<file path="config.mk">
export PLATFORM = sky130hd
export DESIGN_NAME = tmr_unit
export DESIGN_NICKNAME = d
export VERILOG_FILES = /design/src/rtl/tmr_pkg.sv /design/src/rtl/tmr_reload_ctr.sv /design/src/rtl/tmr_free_ctr.sv /design/src/rtl/tmr_unit.sv
export SDC_FILE = /design/constraint.sdc
export NUM_CORES = 1
export LEC_CHECK = 0
export BUFFER_PORTS_ARGS = -buffer_cell sky130_fd_sc_hd__buf_2
export CORE_MARGIN = 2
export CORE_UTILIZATION = 61
export CTS_CLUSTER_SIZE = 40
export DETAILED_ROUTE_END_ITERATION = 7
export PLACE_DENSITY = 0.86
export SLEW_MARGIN = 5
export SYNTH_ARGS = -nofsm -noshare
export SYNTH_HDL_FRONTEND = slang
export SYNTH_SLANG_ARGS = --single-unit
</file>
<file path="constraint.sdc">
create_clock -name clk -period 3.69 [get_ports clk]
set_input_delay 0.738 -clock clk [delete_from_list [all_inputs] [get_ports clk]]
set_output_delay 0.738 -clock clk [all_outputs]
set_load 0.01 [all_outputs]
</file>
<file path="src/rtl/tmr_pkg.sv">
package tmr_pkg;
  localparam int NUM_RELOAD  = 3;
  localparam int CTL_RUN_BIT = 7;
  localparam int CTL_PER_BIT = 6;
  localparam int CTL_SEL_BIT = 3;
  localparam int FREE_RUN_BIT = 8;

  localparam logic [3:0] OFF_START = 4'h0;
  localparam logic [3:0] OFF_COUNT = 4'h4;
  localparam logic [3:0] OFF_CTL   = 4'h8;
  localparam logic [3:0] OFF_ACK   = 4'hC;

  localparam logic [7:0] FREE_LO_ADDR = 8'h60;
  localparam logic [7:0] FREE_HI_ADDR = 8'h64;

  typedef struct packed {
    logic run;
    logic periodic;
    logic fast_sel;
  } tmr_ctl_t;

  function automatic logic [7:0] chan_base(input int idx);
    case (idx)
      0:       chan_base = 8'h00;
      1:       chan_base = 8'h20;
      default: chan_base = 8'h80;
    endcase
  endfunction
endpackage

</file>
<file path="src/rtl/tmr_reload_ctr.sv">
module tmr_reload_ctr
  import tmr_pkg::*;
#(
  parameter int WIDTH  = 16,
  parameter int DATA_W = 32
) (
  input  logic              clk,
  input  logic              rst_n,
  input  logic              tick_slow,
  input  logic              tick_mid,
  input  logic              start_wr,
  input  logic              ctl_wr,
  input  logic              ack_wr,
  input  logic [WIDTH-1:0]  wdata,
  output logic [DATA_W-1:0] start_rd,
  output logic [DATA_W-1:0] count_rd,
  output logic [DATA_W-1:0] ctl_rd,
  output logic              irq
);
  logic [WIDTH-1:0] start_q, count_q;
  tmr_ctl_t         ctl_q;
  logic             irq_q;

  logic tick_sel, step, fire, arm;

  always_comb begin
    tick_sel = ctl_q.fast_sel ? tick_mid : tick_slow;
    step     = ctl_q.run && tick_sel;
    fire     = step && (count_q == '0);
    arm      = ctl_wr && wdata[CTL_RUN_BIT] && !ctl_q.run;
  end

  always_ff @(posedge clk) begin
    if (!rst_n) begin
      start_q <= '0;
      count_q <= '0;
      ctl_q   <= '0;
      irq_q   <= 1'b0;
    end else begin
      if (start_wr) start_q <= wdata;
      if (ctl_wr) begin
        ctl_q.run      <= wdata[CTL_RUN_BIT];
        ctl_q.periodic <= wdata[CTL_PER_BIT];
        ctl_q.fast_sel <= wdata[CTL_SEL_BIT];
      end
      if (start_wr && ctl_q.run)  count_q <= wdata;
      else if (arm)               count_q <= start_q;
      else if (fire)              count_q <= ctl_q.periodic ? start_q : '1;
      else if (step)              count_q <= count_q - 1'b1;
      if (fire)        irq_q <= 1'b1;
      else if (ack_wr) irq_q <= 1'b0;
    end
  end

  always_comb begin
    start_rd = '0;
    start_rd[WIDTH-1:0] = start_q;
    count_rd = '0;
    count_rd[WIDTH-1:0] = count_q;
    ctl_rd = '0;
    ctl_rd[CTL_RUN_BIT] = ctl_q.run;
    ctl_rd[CTL_PER_BIT] = ctl_q.periodic;
    ctl_rd[CTL_SEL_BIT] = ctl_q.fast_sel;
  end

  assign irq = irq_q;

  // periodic pass through zero reloads the start value
  p_reload_r3: assert property (@(posedge clk) disable iff (!rst_n)
    (ctl_q.run && ctl_q.periodic && tick_sel && count_q == '0 && !start_wr && !ctl_wr)
    |=> count_q == $past(start_q));
  // free mode wraps to all ones
  p_wrap_r6: assert property (@(posedge clk) disable iff (!rst_n)
    (ctl_q.run && !ctl_q.periodic && tick_sel && count_q == '0 && !start_wr && !ctl_wr)
    |=> &count_q);
  // pass through zero sets the interrupt
  p_irq_set_r4: assert property (@(posedge clk) disable iff (!rst_n)
    (ctl_q.run && tick_sel && count_q == '0) |=> irq);
  // acknowledge without a coincident pass through zero clears it
  p_ack_r5: assert property (@(posedge clk) disable iff (!rst_n)
    (ack_wr && !fire) |=> !irq);
  // stopped channel holds its count
  p_hold_r8: assert property (@(posedge clk) disable iff (!rst_n)
    (!ctl_q.run && !ctl_wr) |=> $stable(count_q));
endmodule

</file>
<file path="src/rtl/tmr_free_ctr.sv">
module tmr_free_ctr
  import tmr_pkg::*;
#(
  parameter int WIDTH  = 40,
  parameter int DATA_W = 32
) (
  input  logic              clk,
  input  logic              rst_n,
  input  logic              tick_fast,
  input  logic              hi_wr,
  input  logic              run_bit,
  output logic [DATA_W-1:0] lo_rd,
  output logic [DATA_W-1:0] hi_rd
);
  localparam int HI_W = WIDTH - DATA_W;

  logic [WIDTH-1:0] cnt_q;
  logic             run_q;

  always_ff @(posedge clk) begin
    if (!rst_n) begin
      cnt_q <= '0;
      run_q <= 1'b0;
    end else if (hi_wr) begin
      run_q <= run_bit;
      if (!run_bit) cnt_q <= '0;
    end else if (run_q && tick_fast) begin
      cnt_q <= cnt_q + 1'b1;
    end
  end

  always_comb begin
    lo_rd = cnt_q[DATA_W-1:0];
    hi_rd = '0;
    hi_rd[HI_W-1:0] = cnt_q[WIDTH-1:DATA_W];
    hi_rd[FREE_RUN_BIT] = run_q;
  end

  // counts up by one per pulse while running
  p_count_r11: assert property (@(posedge clk) disable iff (!rst_n)
    (run_q && tick_fast && !hi_wr) |=> cnt_q == $past(cnt_q) + 1'b1);
  // stopped counter stays put
  p_idle_r11: assert property (@(posedge clk) disable iff (!rst_n)
    (!run_q) |=> $stable(cnt_q));
endmodule

</file>
<file path="src/rtl/tmr_unit.sv">
module tmr_unit
  import tmr_pkg::*;
#(
  parameter int SHORT_W = 16,
  parameter int LONG_W  = 32,
  parameter int FREE_W  = 40,
  parameter int DATA_W  = 32
) (
  input  logic              clk,
  input  logic              rst_n,
  input  logic              tick_slow,
  input  logic              tick_mid,
  input  logic              tick_fast,
  input  logic [7:0]        bus_addr,
  input  logic [DATA_W-1:0] bus_wdata,
  input  logic              bus_we,
  output logic [DATA_W-1:0] bus_rdata,
  output logic [NUM_RELOAD-1:0] irq
);
  logic [DATA_W-1:0] start_rd [NUM_RELOAD];
  logic [DATA_W-1:0] count_rd [NUM_RELOAD];
  logic [DATA_W-1:0] ctl_rd   [NUM_RELOAD];
  logic [DATA_W-1:0] free_lo, free_hi;

  for (genvar i = 0; i < NUM_RELOAD; i++) begin : g_chan
    localparam int W = (i == NUM_RELOAD - 1) ? LONG_W : SHORT_W;
    localparam logic [7:0] BASE = chan_base(i);
    logic hit;
    assign hit = bus_we && (bus_addr[7:4] == BASE[7:4]);

    tmr_reload_ctr #(.WIDTH(W), .DATA_W(DATA_W)) u_ch (
      .clk      (clk),
      .rst_n    (rst_n),
      .tick_slow(tick_slow),
      .tick_mid (tick_mid),
      .start_wr (hit && bus_addr[3:0] == OFF_START),
      .ctl_wr   (hit && bus_addr[3:0] == OFF_CTL),
      .ack_wr   (hit && bus_addr[3:0] == OFF_ACK),
      .wdata    (bus_wdata[W-1:0]),
      .start_rd (start_rd[i]),
      .count_rd (count_rd[i]),
      .ctl_rd   (ctl_rd[i]),
      .irq      (irq[i])
    );
  end

  tmr_free_ctr #(.WIDTH(FREE_W), .DATA_W(DATA_W)) u_free (
    .clk      (clk),
    .rst_n    (rst_n),
    .tick_fast(tick_fast),
    .hi_wr    (bus_we && bus_addr == FREE_HI_ADDR),
    .run_bit  (bus_wdata[FREE_RUN_BIT]),
    .lo_rd    (free_lo),
    .hi_rd    (free_hi)
  );

  always_comb begin
    bus_rdata = '0;
    if (bus_addr == FREE_LO_ADDR) bus_rdata = free_lo;
    if (bus_addr == FREE_HI_ADDR) bus_rdata = free_hi;
    for (int i = 0; i < NUM_RELOAD; i++) begin
      if (bus_addr[7:4] == chan_base(i)[7:4]) begin
        case (bus_addr[3:0])
          OFF_START: bus_rdata = start_rd[i];
          OFF_COUNT: bus_rdata = count_rd[i];
          OFF_CTL:   bus_rdata = ctl_rd[i];
          default:   ;
        endcase
      end
    end
  end

  // a write to a channel's acknowledge address never raises its interrupt
  p_ack_no_rise_r5: assert property (@(posedge clk) disable iff (!rst_n)
    (bus_we && bus_addr == OFF_ACK && !irq[0] && !tick_mid && !tick_slow) |=> !irq[0]);
endmodule

</file>
==> results.yml <==
sta:
  fmax_mhz: 295.0
  slew_headroom: 0.3396
  slew_violations: 0
  hold_slack_ns: 0.4783
  fin_setup_tns_ns: 0
  fin_crit_sh: 0.9188
  finalSetupViolations: 0
  min_period_ns: 3.390
  tightest_slew_ns: 0.9907
  rsz0062_at_grt: "no"
  hold_viol: 0
  clock_skew_ns: 0.008364
pwr:
  max-vdd-ir-drop_mv: 0.3636
  p_leak_nw: 4.008
  power_density_nw_per_um2: 352.3
  power_mw: 4.110
synth:
  netlist.area_leader.share: 0.3469
  ys.flop_type: "dfxtp_1"
  ys_types: 69
  async_reset_ff_frac: 0
  synth_warnings: 0
  syn_inst: 1375
  syn_area_sq_um: 10450
  syn_avg_cell_area_sq_um: 7.596
  synthTopCellsByArea: "dfxtp_1, a22oi_1, nand2_1"
  synth_edf_count: 0
  synthesis.nets: 1427
  synth-seq-cells: 181
  synth_top_area_cell: "dfxtp_1"
  synth.yosys.seq_area_share: 0.3469
final_layout:
  finalNetCount: 1455
  final_cell_mix: "nand2_1, dfxtp_1, a21oi_1"
  drive_gt1_frac: 0.1236
  syn2layout_area_growth_pct: 11.69
  n_antenna_cell: 0
  layout_commonest_cell: "nand2_1"
clock_network:
  cts_tree: "done"
  cts_htree_levels: 4
  numCtsBuffers: 17
  holdBufCountCts: 0
  clock_latency_ns: 0.44
  post_cts_buffers: 0
  clock_path_buffers: 2
  cts_sinks: 181
  cts_resized: 0
  cts-root-buf: "clkbuf_16"
  clk_pin_slew_ns: 0.07
status:
  violations: "design-rule violations"
  status: "finished with violations"
grt:
  grt_max_degree: 138
  grt_overflow_total: 0
  grt_pass1_wl_microns: 58820
  antenna_found_initial: 1
  grt_pass1_vias: 10640
  grt_usage: 0.4121
setup_path:
  critPathRequiredTime_ns: 2.95
  worstPathMaxFanout: 10
  crit_type: "input pin to output pin"
  critPathLaunchType: "input pin"
  arrival_ns: 2.65
  crit_path_end_kind: "output pin"
route:
  drcViolationCount: 24
  detail_route.wl_per_cell_microns: 23.22
  wirelength_microns: 37990
  dr.first_iter.drc_count: 2601
  dr.pass1.iters: 8
  postRouteAntennaNets: 0
  avgViaCountPerCell: 7.271
  vias: 11900
die:
  die_w_microns: 134.9
  start_util: 0.6276
  ios: 81
  core_area_sq_um: 16640
  die_h_microns: 134.9
  num_rows: 47
  dieArea_sq_um: 18190
placement:
  hpwl_microns: 25930
  gp_congestion: 1.049
  portBuffers: 80
flow_run:
  cap_violations: 0
min_path:
  hold_path.class: "flop to flop"
-- cell type report --
class / count / area [sq um]
Timing Repair Buffer: 120 / 750.7
Multi-Input combinational cell: 1062 / 6322
Clock inverter: 14 / 183.9
Fill cell: 1380 / 4976
Sequential cell: 181 / 3623
Tap cell: 220 / 275.3
Clock buffer: 18 / 429.2
Inverter: 21 / 81.33
-- worst paths after layout --
| check | endpoint | slack, ns | startpoint | cells after the start |
|---|---|---|---|---|
| setup / recovery | bus_rdata[7] | 0.30 | bus_addr[1] | 9 |
| hold / removal | g_chan[2].u_ch.start_rd[29] | 0.48 | g_chan[2].u_ch.start_rd[29] | 2 |
| setup reg to reg | g_chan[2].u_ch.count_rd[14] | 0.79 | g_chan[2].u_ch.count_rd[0] | 8 |
| hold reg to reg | g_chan[2].u_ch.start_rd[29] | 0.48 | g_chan[2].u_ch.start_rd[29] | 2 |
-- cells in the mapped netlist (5+ instances only) --
cell        n
a211o_1     7
a21oi_1   125
a222oi_1    9
a22oi_1   121
and2_1      7
and3_1     10
buf_1       8
clkbuf_1   97
dfxtp_1   181
ha_1        6
inv_1      21
mux2i_1     6
nand2_1   207
nand2b_1    6
nand3_1    35
nand4_1    17
nor2_1     92
nor2b_1     9
nor3_1     37
nor4_1     24
o211ai_1    5
o21ai_0    83
o221ai_1   35
o22a_1      5
o22ai_1    34
or2_2       5
or3_1      21
or4_1      11
xnor2_1    43
xor2_1     36
-- routing by layer --
layer | vias to the layer above | share of wire | global-route usage
met5 | - | 0.0037 | 0.03056
met4 | 6 | 0.060 | 0.1982
met3 | 233 | 0.15 | 0.1141
met2 | 1036 | 0.42 | 0.6063
met1 | 5472 | 0.37 | 0.5556
li1 | 5149 | - | -
-- through the flow --
step | instances | util | cell area, sq um | setup slack, ns
finish | 1636 | 0.7010 | 11670 | 0.2996
CTS | 1635 | 0.7005 | 11660 | 0.3887
global route | 1636 | 0.7010 | 11670 | 0.1748
floorplan | 1375 | - | 10450 | 0.4220
detailed placement | 1603 | 0.6637 | 11050 | 0.4372
global placement | 1603 | 0.6637 | 11050 | 0.4988
-- logic make-up after synthesis --
logic type,share of synthesized area
AOI/OAI and AO/OA,0.2905
and+or+nand+nor,0.2329
muxes,0.006828
xor gates and xnor gates,0.06624
DFF,0.3469
buffers and inverters,0.04947
adders and majority gates,0.007187
-- worst max-delay path, cell delays in order --
cell	delay [ns]
buf_2	0.15
nor3_1	0.28
and2_1	0.46
buf_4	0.23
a222oi_1	0.08
o22ai_1	0.34
nor2_1	0.09
o21ai_0	0.11
buf_2	0.17
-- state kept, by name, indices dropped and copies added (netlist names) --
| signal | count |
|---|---|
| g_chan.u_ch.ctl_rd | 9 |
| u_free.run_q | 1 |
| g_chan.u_ch.count_rd | 32 |
| g_chan.u_ch.start_rd | 32 |
| u_free.cnt_q | 40 |
| g_chan.u_ch.start_q | 32 |
| g_chan.u_ch.count_q | 32 |
| g_chan.u_ch.irq | 3 |
-- power breakdown --
part	switching, mW	internal, mW
clock	0.897	1.04
sequential	0.00647	1.95
combinational	0.154	0.0623
total	1.06	3.05
(Power assumes the default switching activity.)
